### src/rtl/arith_micro_pkg.sv
// Package: shared types for the arithmetic microoperation unit.
// Assumes: the select encoding below is fixed by the block's operation table.
package arith_micro_pkg;
    typedef enum logic [1:0] {
        YSEL_B     = 2'b00,
        YSEL_NOT_B = 2'b01,
        YSEL_ZERO  = 2'b10,
        YSEL_ONES  = 2'b11
    } ysel_e;
endpackage

### src/rtl/operand_selector.sv
// Module: operand_selector
// Chooses the adder's second operand from B, NOT B, zeros or ones.
// Assumes: sel_i is a full two-bit code; the carry input is not seen here.
module operand_selector
    import arith_micro_pkg::*;
#(
    parameter int WIDTH = 8
) (
    input  logic [WIDTH-1:0] b_i,
    input  ysel_e            sel_i,
    output logic [WIDTH-1:0] y_o
);
    // Four-way operand multiplexer.
    always_comb begin
        unique case (sel_i)
            YSEL_B:     y_o = b_i;
            YSEL_NOT_B: y_o = ~b_i;
            YSEL_ZERO:  y_o = '0;
            default:    y_o = '1;
        endcase
    end
endmodule

### src/rtl/binary_adder.sv
// Module: binary_adder
// WIDTH-bit unsigned adder with carry in and carry out.
// Assumes: operands are unsigned; the carry-out is bit WIDTH of the full sum.
module binary_adder #(
    parameter int WIDTH = 8
) (
    input  logic [WIDTH-1:0] x_i,
    input  logic [WIDTH-1:0] y_i,
    input  logic             cin_i,
    output logic [WIDTH-1:0] s_o,
    output logic             cout_o
);
    localparam int SUMW = WIDTH + 1;

    logic [SUMW-1:0] full_sum;

    // Widened addition so the carry-out lands in the top bit.
    always_comb begin
        full_sum = {1'b0, x_i} + {1'b0, y_i} + {{WIDTH{1'b0}}, cin_i};
    end

    assign s_o    = full_sum[WIDTH-1:0];
    assign cout_o = full_sum[WIDTH];
endmodule

### src/rtl/result_register.sv
// Module: result_register
// Captures the adder result on a clock edge when load is requested.
// Assumes: synchronous active-low reset, reset wins over load.
module result_register #(
    parameter int WIDTH = 8
) (
    input  logic             clk,
    input  logic             rst_n,
    input  logic             load_i,
    input  logic [WIDTH-1:0] d_i,
    output logic [WIDTH-1:0] q_o
);
    // Load, hold, or clear the stored result.
    always_ff @(posedge clk) begin
        if (!rst_n)
            q_o <= '0;
        else if (load_i)
            q_o <= d_i;
    end

    AST_LOAD_TAKES_D: assert property (@(posedge clk) disable iff (!rst_n)
        load_i |=> (q_o == $past(d_i)));
    AST_HOLD_NO_LOAD: assert property (@(posedge clk) disable iff (!rst_n)
        !load_i |=> $stable(q_o));
endmodule

### src/rtl/arith_micro_unit.sv
// Module: arith_micro_unit (top)
// Eight arithmetic microoperations from one adder: the select picks the
// second operand, carry_in goes straight to the adder, and an optional
// register stores the result.
// Assumes: unsigned operands; HAS_REG selects whether the register exists.
module arith_micro_unit
    import arith_micro_pkg::*;
#(
    parameter int WIDTH   = 8,
    parameter bit HAS_REG = 1'b1
) (
    input  logic             clk,
    input  logic             rst_n,
    input  logic [WIDTH-1:0] a_in,
    input  logic [WIDTH-1:0] b_in,
    input  logic [1:0]       op_sel,
    input  logic             carry_in,
    input  logic             load_en,
    output logic [WIDTH-1:0] sum_out,
    output logic             carry_out,
    output logic [WIDTH-1:0] reg_out
);
    localparam logic [WIDTH-1:0] ALL_ONES = '1;

    ysel_e            ysel;
    logic [WIDTH-1:0] y_operand;

    // Convert the raw select pins into the operand code.
    always_comb ysel = ysel_e'(op_sel);

    operand_selector #(.WIDTH(WIDTH)) sel_i (
        .b_i   (b_in),
        .sel_i (ysel),
        .y_o   (y_operand)
    );

    binary_adder #(.WIDTH(WIDTH)) add_i (
        .x_i    (a_in),
        .y_i    (y_operand),
        .cin_i  (carry_in),
        .s_o    (sum_out),
        .cout_o (carry_out)
    );

    generate
        if (HAS_REG) begin : g_reg
            result_register #(.WIDTH(WIDTH)) reg_i (
                .clk    (clk),
                .rst_n  (rst_n),
                .load_i (load_en),
                .d_i    (sum_out),
                .q_o    (reg_out)
            );
        end else begin : g_noreg
            assign reg_out = '0;
        end
    endgenerate

    AST_TRANSFER_ZERO: assert property (@(posedge clk) disable iff (!rst_n)
        (op_sel == 2'b10 && !carry_in) |-> (sum_out == a_in && !carry_out));
    AST_TRANSFER_ONES: assert property (@(posedge clk) disable iff (!rst_n)
        (op_sel == 2'b11 && carry_in) |-> (sum_out == a_in && carry_out));
    AST_DECREMENT: assert property (@(posedge clk) disable iff (!rst_n)
        (op_sel == 2'b11 && !carry_in) |-> (sum_out == a_in - 1'b1 && carry_out == (a_in != '0)));
    AST_TRUE_SUB: assert property (@(posedge clk) disable iff (!rst_n)
        (op_sel == 2'b01 && carry_in) |-> (sum_out == a_in - b_in && carry_out == (a_in >= b_in)));
    AST_INC_WRAP: assert property (@(posedge clk) disable iff (!rst_n)
        (op_sel == 2'b10 && carry_in && a_in == ALL_ONES) |-> (sum_out == '0 && carry_out));
endmodule

### config.mk
export PLATFORM = sky130hd
export DESIGN_NAME = arith_micro_unit
export DESIGN_NICKNAME = d
export VERILOG_FILES = /design/src/rtl/arith_micro_pkg.sv /design/src/rtl/operand_selector.sv /design/src/rtl/binary_adder.sv /design/src/rtl/result_register.sv /design/src/rtl/arith_micro_unit.sv
export SDC_FILE = /design/constraint.sdc
export NUM_CORES = 1
export LEC_CHECK = 0
export ABC_AREA = 1
export ABC_CLOCK_PERIOD_IN_PS = 1800
export BUFFER_PORTS_ARGS = -buffer_cell sky130_fd_sc_hd__buf_4
export CAP_MARGIN = 5
export CORE_AREA = 2 2 49 51
export DETAILED_ROUTE_END_ITERATION = 16
export DIE_AREA = 0 0 51 53
export GPL_ROUTABILITY_DRIVEN = 0
export PLACE_DENSITY = 0.71
export REMOVE_ABC_BUFFERS = 1
export SLEW_MARGIN = 20
export SYNTH_ARGS = -nofsm -noshare
export SYNTH_HDL_FRONTEND = slang
export SYNTH_SLANG_ARGS = --single-unit
### constraint.sdc
create_clock -name clk -period 1.8 [get_ports clk]
set_input_delay 0.09 -clock clk [delete_from_list [all_inputs] [get_ports clk]]
set_output_delay 0.09 -clock clk [all_outputs]
set_load 0.01 [all_outputs]
* After elaboration in Yosys (flattened, before gate mapping)
Index checks and enable logic that the tools add are counted.
** Word-level totals
- Register bits after elaboration :: 8
- Latch bits :: 0
- Bits in writable memories :: 0
- Memory bits (read-only) :: 0
- Bits of input ports :: 22
- Logic and storage cells :: 8
- Memories :: 0
** Operators by class
- $add $sub $neg :: 2
- $mul :: 0
- Div/mod/pow operators :: 0
- $lt $le $gt $ge :: 0
- Equal/unequal tests :: 2
- Shift-type cells :: 0
- Muxes and demuxes :: 1
- Bitwise gates (word level) :: 1
- Reduce and logical (&&, ||, !) cells :: 1
** Operators by type and width (number)
- 8-bit one-hot mux with 3 select lines :: 1
- 8-bit by 8-bit adder with 9-bit output :: 1
- 9-bit by 1-bit adder with 9-bit output :: 1
- 8-bit inverter :: 1
- 2-bit by 1-bit equality test with 1-bit output, second input constant :: 1
- 2-bit equality test, second input constant :: 1
- 2-bit logical NOT :: 1

* Longest topological paths before layout
Gate-level depths: netlist of run 1.
- Depth in word-level cells :: 4
- Depth in mapped cells :: 14

* Modules after synthesis
From an unflattened synthesis of run 1, not the netlist that was laid out.
** Unflattened totals
- Cell total of the unflattened synthesis :: 138
- Area total of the unflattened synthesis :: 897.1 um2
** By module, submodules not included
- binary_adder :: instances 1, cells an instance 59, area an instance 384.1 um2, seq. area each 0.0 um2
- result_register :: instances 1, cells an instance 51, area an instance 356.6 um2, seq. area each 160.2 um2
- operand_selector :: instances 1, cells an instance 28, area an instance 156.4 um2, seq. area each 0.0 um2

* Least setup slack after synthesis of run 1
No wires, ideal clock.
- Kind :: input-to-reg
- Start :: input port op_sel[0]
- End :: register g_reg.reg_i.q_o[4]
- Data arrival time :: 1.785 ns
- Required time :: 1.691 ns
- Path slack :: -0.094 ns
- Cell stages on the path :: 12
- Buffers on the path :: 1
- Cell sequence :: buf_6 -> xor2_4 -> nand2_1 -> o21ai_0 -> fa_1 -> fa_1 -> nor2_1 -> nor2_1 -> xor2_1 -> nand2_1 -> nand2_1 -> inv_1
** Between the ends
- Word-level cells in the longest chain between the ends :: 4
- Elaborated cells on any way between the ends :: 6
- Those cells by class :: add/sub: 2; eq/ne: 2; mux: 1; reduce/logical: 1
** RTL lines
- start: declaration :: RTL line arith_micro_unit.sv:16 : input logic [1:0] op_sel,
- 2-bit equality test (tied with other cells) :: RTL line operand_selector.sv:15 : unique case (sel_i)
- 8-bit one-hot mux with 3 select lines (*) :: RTL line operand_selector.sv:15
- 8-bit by 8-bit adder with 9-bit output (*) :: RTL line binary_adder.sv:19 : full_sum = {1'b0, x_i} + {1'b0, y_i} + {{WIDTH{1'b0}}, cin_i};
- 9-bit by 1-bit adder with 9-bit output (*) :: RTL line binary_adder.sv:19
- end signal: assignment :: RTL line result_register.sv:18 : q_o <= d_i;
- end: declaration :: RTL line result_register.sv:11 : output logic [WIDTH-1:0] q_o
Mark *: on every way between the ends. The rest lies on a longest branch, timed or not.
A chain may end at the register's enable or synchronous reset.

* Worst setup path in the final report of run 1
- Start :: input port op_sel[1]
- End :: output port sum_out[7]
** Between the ends
- Word-level cells in the longest chain between the ends :: 4
- Elaborated cells on any way between the ends :: 6
- Those cells by class :: add/sub: 2; eq/ne: 2; mux: 1; reduce/logical: 1
** RTL lines
- 2-bit equality test (tied with other cells) :: RTL line operand_selector.sv:15
- 8-bit one-hot mux with 3 select lines (*) :: RTL line operand_selector.sv:15
- 8-bit by 8-bit adder with 9-bit output (*) :: RTL line binary_adder.sv:19
- 9-bit by 1-bit adder with 9-bit output (*) :: RTL line binary_adder.sv:19
- end: declaration :: RTL line arith_micro_unit.sv:19 : output logic [WIDTH-1:0] sum_out,
Marks and branches as above.

==> impl_metrics.py, run 1 <==
metrics = {
    "floorplanning": {
        "initial_core_util_pct": 38.7,
        "std_cell_rows": 17,
        "design.die.area_sq_um": 2700,
        "core_sq_um": 2150,
        "die_x_um": 51,
        "die_h_um": 53,
        "ios": 39,
    },
    "grt": {
        "met3_usage_pct": 4.80,
        "antenna_found_initial": 0,
        "grtUsageMet2_pct": 27.1,
        "grt_overflow": 0,
        "grt_pass1_wl_um": 3150,
        "grt_pass1_vias": 831,
        "busiest_layer": "met2",
        "global_route.usage.total_pct": 15.3,
        "grt_max_degree": 17,
        "use_met1_pct": 17.2,
    },
    "power": {
        "p_clk_share_pct": 16.6,
        "power.leakage_nw": 0.741,
        "irDropWorstVdd_uv": 369,
        "switching_share_pct": 37.7,
        "p_int_mw": 0.521,
        "power_frac_comb_pct": 58.7,
        "seq_power_share_pct": 24.7,
        "power_switching_mw": 0.316,
        "power.density_nw_per_um2": 678,
    },
    "route": {
        "vias_per_cell": 4.33,
        "wl_per_cell_um": 8.78,
        "drt_iter0_markers": 11,
        "vias": 906,
        "drt_wl_total_um": 1840,
        "drtPass1Iterations": 4,
        "drc": 0,
        "ant_nets": 0,
    },
    "timing": {
        "hold_viol_final": 0,
        "fin_ws_ns": -0.00725,
        "rsz0062_at_grt": "true",
        "setup_violations": 2,
        "fin_crit_ns": 1.81,
        "skew_ns": 0,
        "fmax_ghz": 0.553,
        "fin_crit_sh_pct": 100,
        "tightest_slew_ns": 0.226,
        "relSlewSlack_pct": 84.9,
        "slew_violations": 0,
    },
    "cells_and_area": {
        "area_delta_synth_final_pct": 48.3,
        "regArea_sq_um": 160,
        "drive_above_1_share_pct": 31.5,
        "fin_nets": 214,
        "top_regs": "g_reg.reg_i.q_o: 8 flops",
        "fill_cells": 211,
        "mostFrequentLayoutCells": "buf_4 (40), nand2_1 (33), inv_1 (29), nor2_1 (24), a21oi_1 (10)",
        "finish.utilization_pct": 57.4,
        "antennaDiodeCount": 0,
        "regMostFlops": "g_reg.reg_i.q_o",
        "largest_reg_flops": 8,
        "multi_input_area_sq_um": 566,
        "fin_cells": 209,
        "final_common_cell": "buf_4",
    },
    "worst_setup_path": {
        "path_class": "input pin to primary output",
        "cp.arrival_ns": 1.72,
        "path_buf_inv": 4,
        "reg2reg_depth": 4,
        "r2r-end": "g_reg.reg_i.q_o[2]",
        "cpMostUsedCell": "nand2_1",
        "path_delay_family": "simple AND/OR/NAND/NOR gates",
        "worstPathCellList": "buf_8 -> xor2_4 -> buf_4 -> a21oi_1 -> ha_1 -> nor2_1 -> inv_1 -> nand3_1 -> nand2_1 -> nand2_1 -> nand2_1 -> buf_4",
        "critPathRequiredTime_ns": 1.71,
        "critPathLaunchType": "input pin",
        "worstReg2RegStart": "g_reg.reg_i.q_o[2]",
        "cp_slowest_cell": "ha_1",
        "path_max_fanout": 7,
        "end_kind": "primary output",
        "cpPeakStageDelay_ns": 0.30,
        "r2r_slack_ns": 1.16,
    },
    "cts": {
        "cts.clk_slew.worst_paths_ns": 0.05,
        "clock_path_buffers": 2,
        "cts_hold_buf": 0,
        "root_buffer": "clkbuf_4",
        "clock-sinks": 8,
        "htreeDepth": 1,
        "cts_buffers": 3,
        "cts_tree": "yes",
        "clk_latency_ns": 0.25,
    },
    "logic_synthesis": {
        "syn_inst": 138,
        "yosysUniqueCellTypes": 20,
        "synth_area_sq_um": 832,
        "yosys_register_bits": 8,
        "synth_largest_area_cell": "dfxtp_1",
        "yosys_warnings": 0,
        "yosys.area.top_type_share_pct": 19.2,
        "synth_area_leaders": "dfxtp_1 (19%), nand2_1 (15%), inv_1 (13%)",
        "synthFlopType": "dfxtp_1",
        "ys_seq_area_share_pct": 19.2,
        "postSynthAreaPerCell_sq_um": 6.03,
        "postSynth.asyncResetShare_pct": 0,
        "synth_edf_count": 0,
    },
    "flow_run": {
        "maxCapViolations": 0,
    },
    "hold_path": {
        "min_path_cells": 3,
        "hold_class": "input pin to flip-flop",
        "min_to": "g_reg.reg_i.q_o[0]",
        "worstHoldStart": "rst_n",
    },
    "status": {
        "failed_checks": "negative setup slack",
        "status": "finished with violations",
    },
    "placed_design": {
        "dp.cells": 204,
        "io_buffers": 38,
        "dpl.hpwl_um": 1530,
    },
}
final cells by class:
| cell class | count | share of cell area, % |
|---|---|---|
| Multi-Input combinational cell | 97 | 45.8 |
| Timing Repair Buffer | 43 | 27.4 |
| Sequential cell | 8 | 13.0 |
| Inverter | 30 | 9.13 |
| Tap cell | 28 | 2.84 |
| Clock buffer | 3 | 1.83 |
stage by stage:
step / cell area [sq um] / TNS, ns / setup WS [ns] / hold slack [ns] / power [mW]
floorplan: 811 / 0 / 0.00764 / 0.179 / 0.467
global placement: 1150 / -1.11 / -0.191 / 0.366 / 0.664
detailed placement: 1150 / -1.15 / -0.203 / 0.367 / 0.667
CTS: 1210 / -0.144 / -0.0655 / 0.0929 / 0.829
global route: 1230 / -0.831 / -0.190 / 0.103 / 0.926
finish: 1230 / -0.00814 / -0.00725 / 0.103 / 0.837
routing by layer:
| layer | part of all wire [%] | vias up |
|---|---|---|
| met4 | 2.3 | 0 |
| met1 | 43 | 368 |
| met5 | 0 | - |
| met2 | 47 | 28 |
| met3 | 7.5 | 7 |
| li1 | - | 503 |
worst reg2reg max path: stages, from the launching register on:
cell and delay (ns):
dfxtp_1 0.30, nor2_1 0.08, nor2_1 0.04, o21ai_0 0.07, inv_1 0.05
synthesized netlist by cell type (2+ instances only):
cell / instances
a21oi_1: 11
dfxtp_1: 8
fa_1: 2
ha_1: 7
inv_1: 29
nand2_1: 34
nand3_1: 7
nor2_1: 24
o21ai_0: 4
xor2_1: 2
worst max-delay path by stage:
stage,depth (start not counted),from,to
floorplan,11,op_sel[1],g_reg.reg_i.q_o[4]
global placement,11,op_sel[1],sum_out[4]
detailed placement,11,op_sel[1],sum_out[4]
CTS,11,op_sel[1],sum_out[4]
global route,12,op_sel[1],sum_out[5]
finish,12,op_sel[1],sum_out[7]
power groups by stage:
stage          Clock, mW  Combinational [mW]  Sequential, mW
6_report           0.139               0.491           0.206
5_1_grt            0.158               0.559           0.209
4_1_cts            0.146               0.476           0.207
3_5_place_dp           0               0.457           0.210
3_3_place_gp           0               0.454           0.210
2_1_floorplan          0               0.247           0.220
cell families after synthesis:
kind of cell / after synthesis / synth area share, %
and+or+nand+nor: 68 / 32.8
AOI/OAI and AO/OA: 16 / 10.1
buffers and inverters: 33 / 16.1
xor gates and xnor gates: 4 / 6.47
DFF: 8 / 19.2
adders and majority gates: 9 / 15.3
what timing repair did:
item,in CTS,in global routing
endpoints found under the setup margin,4,7
setup buffers,0,2
resized for setup,9,3
pin swaps,6,7
Note: power is estimated with default switching activity, not from simulation.
==> inputs of run 2 (changes only) <==
Settings changed: ABC_CLOCK_PERIOD_IN_PS 1800 to 1700, PLACE_DENSITY 0.71 to 0.68.
Clock period 1.8 ns to 1.7 ns, I/O delays scaled along.
==> run 2 against run 1 <==
The run still ends with negative setup slack left. Via count rose by 7.4%. Flip-flop and latch count did not move. Non-clock buffer count rose by 7. Design area rose by 7.3%. Setup slack got worse by 0.11 ns. Combinational power rose by 23%. Global-route usage rose by 0.37 points. Core utilization rose by 4.2 points. Worst hold slack improved by 0.017 ns. Clock skew did not move.
==> impl_metrics.py, run 2 (synthesis results as in run 1) <==
metrics = {
    "worst_setup_path": {
        "worstPathCellList": "buf_8 -> xor2_4 -> nand2_2 -> o21ai_2 -> fa_2 -> fa_2 -> buf_4 -> buf_6 -> xnor2_4 -> buf_6",
        "end_kind": "primary output",
        "path_max_fanout": 3,
        "cpPeakStageDelay_ns": 0.36,
        "crit_end": "sum_out[2]",
        "reg2reg_depth": 2,
        "r2r_slack_ns": 1.03,
        "worstReg2RegStart": "g_reg.reg_i.q_o[0]",
        "r2r-end": "g_reg.reg_i.q_o[0]",
        "cp_slowest_cell": "fa_2",
        "critPathLaunchType": "input pin",
        "path_class": "input pin to primary output",
        "crit_start": "op_sel[1]",
        "critPathRequiredTime_ns": 1.62,
        "cp.arrival_ns": 1.73,
    },
    "cts": {
        "cts.clk_slew.worst_paths_ns": 0.05,
        "cts_tree": "yes",
        "clk_latency_ns": 0.25,
        "clock_path_buffers": 2,
        "htreeDepth": 1,
        "clock-sinks": 8,
        "cts_buffers": 3,
        "root_buffer": "clkbuf_4",
        "cts_hold_buf": 0,
    },
    "timing": {
        "rsz0062_at_grt": "true",
        "slew_violations": 0,
        "fmax_ghz": 0.550,
        "fin_crit_sh_pct": 107,
        "fin_crit_ns": 1.82,
        "relSlewSlack_pct": 85.6,
        "setup_violations": 7,
        "skew_ns": 0,
        "fin_ws_ns": -0.120,
        "tightest_slew_ns": 0.215,
        "hold_viol_final": 0,
    },
    "cells_and_area": {
        "top_regs": "g_reg.reg_i.q_o: 8 flops",
        "fin_nets": 221,
        "drive_above_1_share_pct": 36.7,
        "antennaDiodeCount": 0,
        "final_common_cell": "buf_4",
        "fin_cells": 216,
        "mostFrequentLayoutCells": "buf_4 (43), nand2_1 (30), inv_1 (28), nor2_1 (24), a21oi_1 (10)",
        "largest_reg_flops": 8,
        "finish.utilization_pct": 61.6,
        "fill_cells": 207,
        "final_area_sq_um": 1320,
        "regMostFlops": "g_reg.reg_i.q_o",
        "area_delta_synth_final_pct": 59.1,
    },
    "grt": {
        "grt_max_degree": 17,
        "antenna_found_initial": 0,
        "global_route.usage.total_pct": 15.6,
        "grt_pass1_wl_um": 3240,
        "grt_pass1_vias": 864,
        "grt_overflow": 0,
    },
    "placed_design": {
        "io_buffers": 38,
        "placed_cell_area_sq_um": 1180,
        "dp.cells": 208,
        "dp_slack_ns": -0.305,
        "dpl.hpwl_um": 1600,
    },
    "power": {
        "power_frac_comb_pct": 62.3,
        "seq_power_share_pct": 22.7,
        "irDropWorstVdd_uv": 485,
        "power.density_nw_per_um2": 729,
        "power.leakage_nw": 0.782,
        "switching_share_pct": 37.1,
        "p_int_mw": 0.607,
        "power_switching_mw": 0.358,
        "p_clk_share_pct": 14.9,
    },
    "route": {
        "drt_wl_total_um": 2050,
        "drc": 0,
        "vias": 973,
        "ant_nets": 0,
        "wl_per_cell_um": 9.49,
        "vias_per_cell": 4.50,
        "drtPass1Iterations": 4,
        "drt_iter0_markers": 10,
    },
    "status": {
        "failed_checks": "negative setup slack",
        "status": "finished with violations",
    },
    "floorplanning": {
        "initial_core_util_pct": 38.7,
        "std_cell_rows": 17,
        "die_h_um": 53,
        "design.die.area_sq_um": 2700,
        "die_x_um": 51,
        "core_sq_um": 2150,
        "ios": 39,
    },
    "flow_run": {
        "maxCapViolations": 0,
    },
    "hold_path": {
        "hold_class": "input pin to flip-flop",
    },
}
## run 2: worst min path at each step
stage,from,end,depth (start not counted)
5_1_grt,rst_n,g_reg.reg_i.q_o[0],3
4_1_cts,rst_n,g_reg.reg_i.q_o[1],3
6_report,rst_n,g_reg.reg_i.q_o[1],3
3_3_place_gp,rst_n,g_reg.reg_i.q_o[0],3
3_5_place_dp,rst_n,g_reg.reg_i.q_o[1],3
2_1_floorplan,load_en,g_reg.reg_i.q_o[0],1
## run 2: power groups by stage
stage          clock (mW)  sequential [mW]  combinational, mW
2_1_floorplan           0            0.233              0.261
3_3_place_gp            0            0.222              0.501
3_5_place_dp            0            0.223              0.507
4_1_cts             0.149            0.219              0.550
5_1_grt             0.164            0.222              0.665
6_report            0.144            0.219              0.602
## run 2: cell type report
cell class | instances | area [sq um] | area share, %
clock buffers | 3 | 22.5 | 1.70
well taps | 28 | 35.0 | 2.65
repair buffers | 50 | 405 | 30.6
multi-input cells | 97 | 588 | 44.4
flip-flops and latches | 8 | 160 | 12.1
inverters | 30 | 113 | 8.51
## run 2: per-stage QoR
step / power [mW] / TNS (ns) / hold WS, ns
2_1_floorplan: 0.494 / -0.196 / 0.174
3_3_place_gp: 0.723 / -1.81 / 0.360
3_5_place_dp: 0.730 / -1.99 / 0.362
4_1_cts: 0.918 / -0.670 / 0.0946
5_1_grt: 1.05 / -1.11 / 0.124
6_report: 0.965 / -0.407 / 0.120
## run 2: timing repair
item                                    in CTS  in global routing
endpoints found under the setup margin       8                 10
cloned                                       0                  0
pin swaps                                   10                  9
setup buffers                                2                  4
resized for setup                           13                 11
## run 2: routing by layer
layer  wire (um)  up-vias  part of all wire, %  track usage, %
met5           0        -                    0               0
met2        1120       28                   54            29.7
li1            -      519                    -               -
met4           0        0                    0            2.70
met1         805      426                   39            16.7
met3         127        0                  6.2            5.65
## run 2: worst max-delay path, delay by kind of cell
family,cells,cell delay (ns)
and+or+nand+nor,1,0.06
buffers and inverters,4,0.49
adders and majority gates,2,0.71
xor gates and xnor gates,2,0.33
AOI/OAI and AO/OA,1,0.05
==> inputs of run 3 (changes only) <==
Settings changed: BUFFER_PORTS_ARGS -buffer_cell sky130_fd_sc_hd__buf_4 to default, DONT_BUFFER_PORTS from default to 1, PLACE_DENSITY 0.68 to default.
==> run 3 against run 2 <==
Clock power about the same. Critical path depth down 1. Non-clock buffer count down 44. The run now ends clean. Via count down 16%. Worst hold slack worse by 0.11 ns. Clock-buffer cell count unchanged. Flip-flop and latch count unchanged. Largest power group unchanged. Total power down 25%. Core utilization down 18 points. Wire length down 13%. Critical path type unchanged.
==> impl_metrics.py, run 3 (synthesis results as in run 1) <==
metrics = {
    "placed_design": {
        "io_buffers": 0,
        "dpl.hpwl_um": 1450,
    },
    "worst_setup_path": {
        "end_kind": "primary output",
        "crit_cells": 9,
        "cpMostUsedCell": "fa_2",
        "path_max_fanout": 3,
        "worstPathCellList": "xor2_4 -> nand2_2 -> o21ai_2 -> fa_2 -> fa_2 -> nor2_2 -> nor2_1 -> xor2_1 -> inv_1",
        "cp.arrival_ns": 1.54,
        "cpPeakStageDelay_ns": 0.39,
        "path_delay_family": "adder cells",
        "path_buf_inv": 1,
        "cp_slowest_cell": "fa_2",
        "critPathRequiredTime_ns": 1.62,
        "path_class": "input pin to primary output",
        "critPathLaunchType": "input pin",
        "reg2reg_depth": 3,
    },
    "cts": {
        "clock_path_buffers": 2,
        "clk_latency_ns": 0.25,
        "cts_buffers": 3,
        "clock-sinks": 8,
        "cts_tree": "yes",
        "htreeDepth": 1,
        "root_buffer": "clkbuf_4",
        "cts.clk_slew.worst_paths_ns": 0.05,
    },
    "cells_and_area": {
        "final_common_cell": "nand2_1",
        "largest_reg_flops": 8,
        "area_delta_synth_final_pct": 13.5,
        "fin_nets": 177,
        "drive_above_1_share_pct": 13.2,
        "antennaDiodeCount": 0,
        "top_regs": "g_reg.reg_i.q_o: 8 flops",
        "regMostFlops": "g_reg.reg_i.q_o",
        "mostFrequentLayoutCells": "nand2_1 (31), inv_1 (28), nor2_1 (23), a21oi_1 (11), dfxtp_1 (8)",
    },
    "hold_path": {
        "hold_class": "input pin to flip-flop",
        "min_path_cells": 3,
    },
    "timing": {
        "rsz0062_at_grt": "true",
        "skew_ns": 0,
        "slew_violations": 0,
        "relSlewSlack_pct": 83.9,
        "setup_violations": 0,
        "holdWs_ns": 0.00736,
        "fin_crit_sh_pct": 95.9,
        "setup-tns-final_ns": 0,
        "fin_crit_ns": 1.63,
        "tightest_slew_ns": 0.241,
        "hold_viol_final": 0,
        "fmax_ghz": 0.614,
    },
    "route": {
        "wl_per_cell_um": 10.4,
        "drt_wl_total_um": 1790,
        "drc": 0,
        "drtPass1Iterations": 4,
        "vias": 818,
        "vias_per_cell": 4.76,
        "drt_iter0_markers": 5,
        "ant_nets": 0,
    },
    "floorplanning": {
        "initial_core_util_pct": 38.7,
        "std_cell_rows": 17,
        "core_sq_um": 2150,
        "die_h_um": 53,
        "ios": 39,
        "die_x_um": 51,
        "design.die.area_sq_um": 2700,
    },
    "grt": {
        "global_route.usage.total_pct": 14.9,
        "grt_overflow": 0,
        "antenna_found_initial": 0,
        "grt_max_degree": 12,
        "grt_pass1_wl_um": 3060,
        "grt_pass1_vias": 767,
    },
    "status": {
        "status": "completed",
    },
    "power": {
        "power_frac_comb_pct": 48.3,
        "seq_power_share_pct": 32.1,
        "p_clk_share_pct": 19.7,
        "power.leakage_nw": 0.548,
        "power.density_nw_per_um2": 767,
        "p_int_mw": 0.430,
        "power_switching_mw": 0.294,
        "irDropWorstVdd_uv": 485,
        "switching_share_pct": 40.6,
    },
    "flow_run": {
        "maxCapViolations": 0,
    },
}
run 3: final cells by class:
class	instances	area, sq um
Clock buffer	3	22.5
Fill cell	251	1200
Inverter	30	113
Multi-Input combinational cell	97	562
Sequential cell	8	160
Tap cell	28	35.0
Timing Repair Buffer	6	52.6
run 3: stage by stage:
| step | setup WS [ns] | area [sq um] | util (%) | instances | power (mW) |
|---|---|---|---|---|---|
| 2_1_floorplan | -0.0874 | 811 | - | 135 | 0.494 |
| 3_3_place_gp | -0.121 | 861 | 40.1 | 165 | 0.556 |
| 3_5_place_dp | -0.161 | 861 | 40.1 | 165 | 0.559 |
| 4_1_cts | 0.000247 | 930 | 43.3 | 171 | 0.727 |
| 5_1_grt | -0.0261 | 945 | 44.0 | 172 | 0.808 |
| 6_report | 0.0705 | 945 | 44.0 | 172 | 0.724 |
run 3: power groups by stage:
stage / Sequential, mW / Clock [mW] / Combinational, mW
after floorplan: 0.233 / 0 / 0.261
after global placement: 0.236 / 0 / 0.320
after detailed placement: 0.237 / 0 / 0.323
after CTS: 0.233 / 0.153 / 0.342
after global routing: 0.235 / 0.165 / 0.408
final: 0.232 / 0.142 / 0.350
run 3: path summary, 6_finish.rpt:
kind / from / to / slack, ns
worst min register to register: g_reg.reg_i.q_o[1] / g_reg.reg_i.q_o[1] / 0.59
worst max-delay path: op_sel[1] / sum_out[4] / 0.07
worst max register to register: g_reg.reg_i.q_o[0] / g_reg.reg_i.q_o[0] / 0.46
worst min-delay path: load_en / g_reg.reg_i.q_o[6] / 0.007
run 3: timing repair:
item	CTS	global route
resized for setup	7	3
setup endpoints to repair	4	4
hold buffers	3	0
buffers inserted	0	1
endpoints found under the hold margin	6	0
pin swaps	3	4
run 3: worst reg2reg max path, stage by stage (launching register included):
cell and delay [ns]:
dfxtp_1 0.33, o21ai_0 0.17, a21oi_1 0.07, dlygate4sd3_1 0.56
run 3: layer usage:
layer  track usage (%)  part of all wire (%)
met1              17.6                    45
met2              26.0                    47
met3              6.50                   8.7
met4              1.35                     0
met5                 0                     0
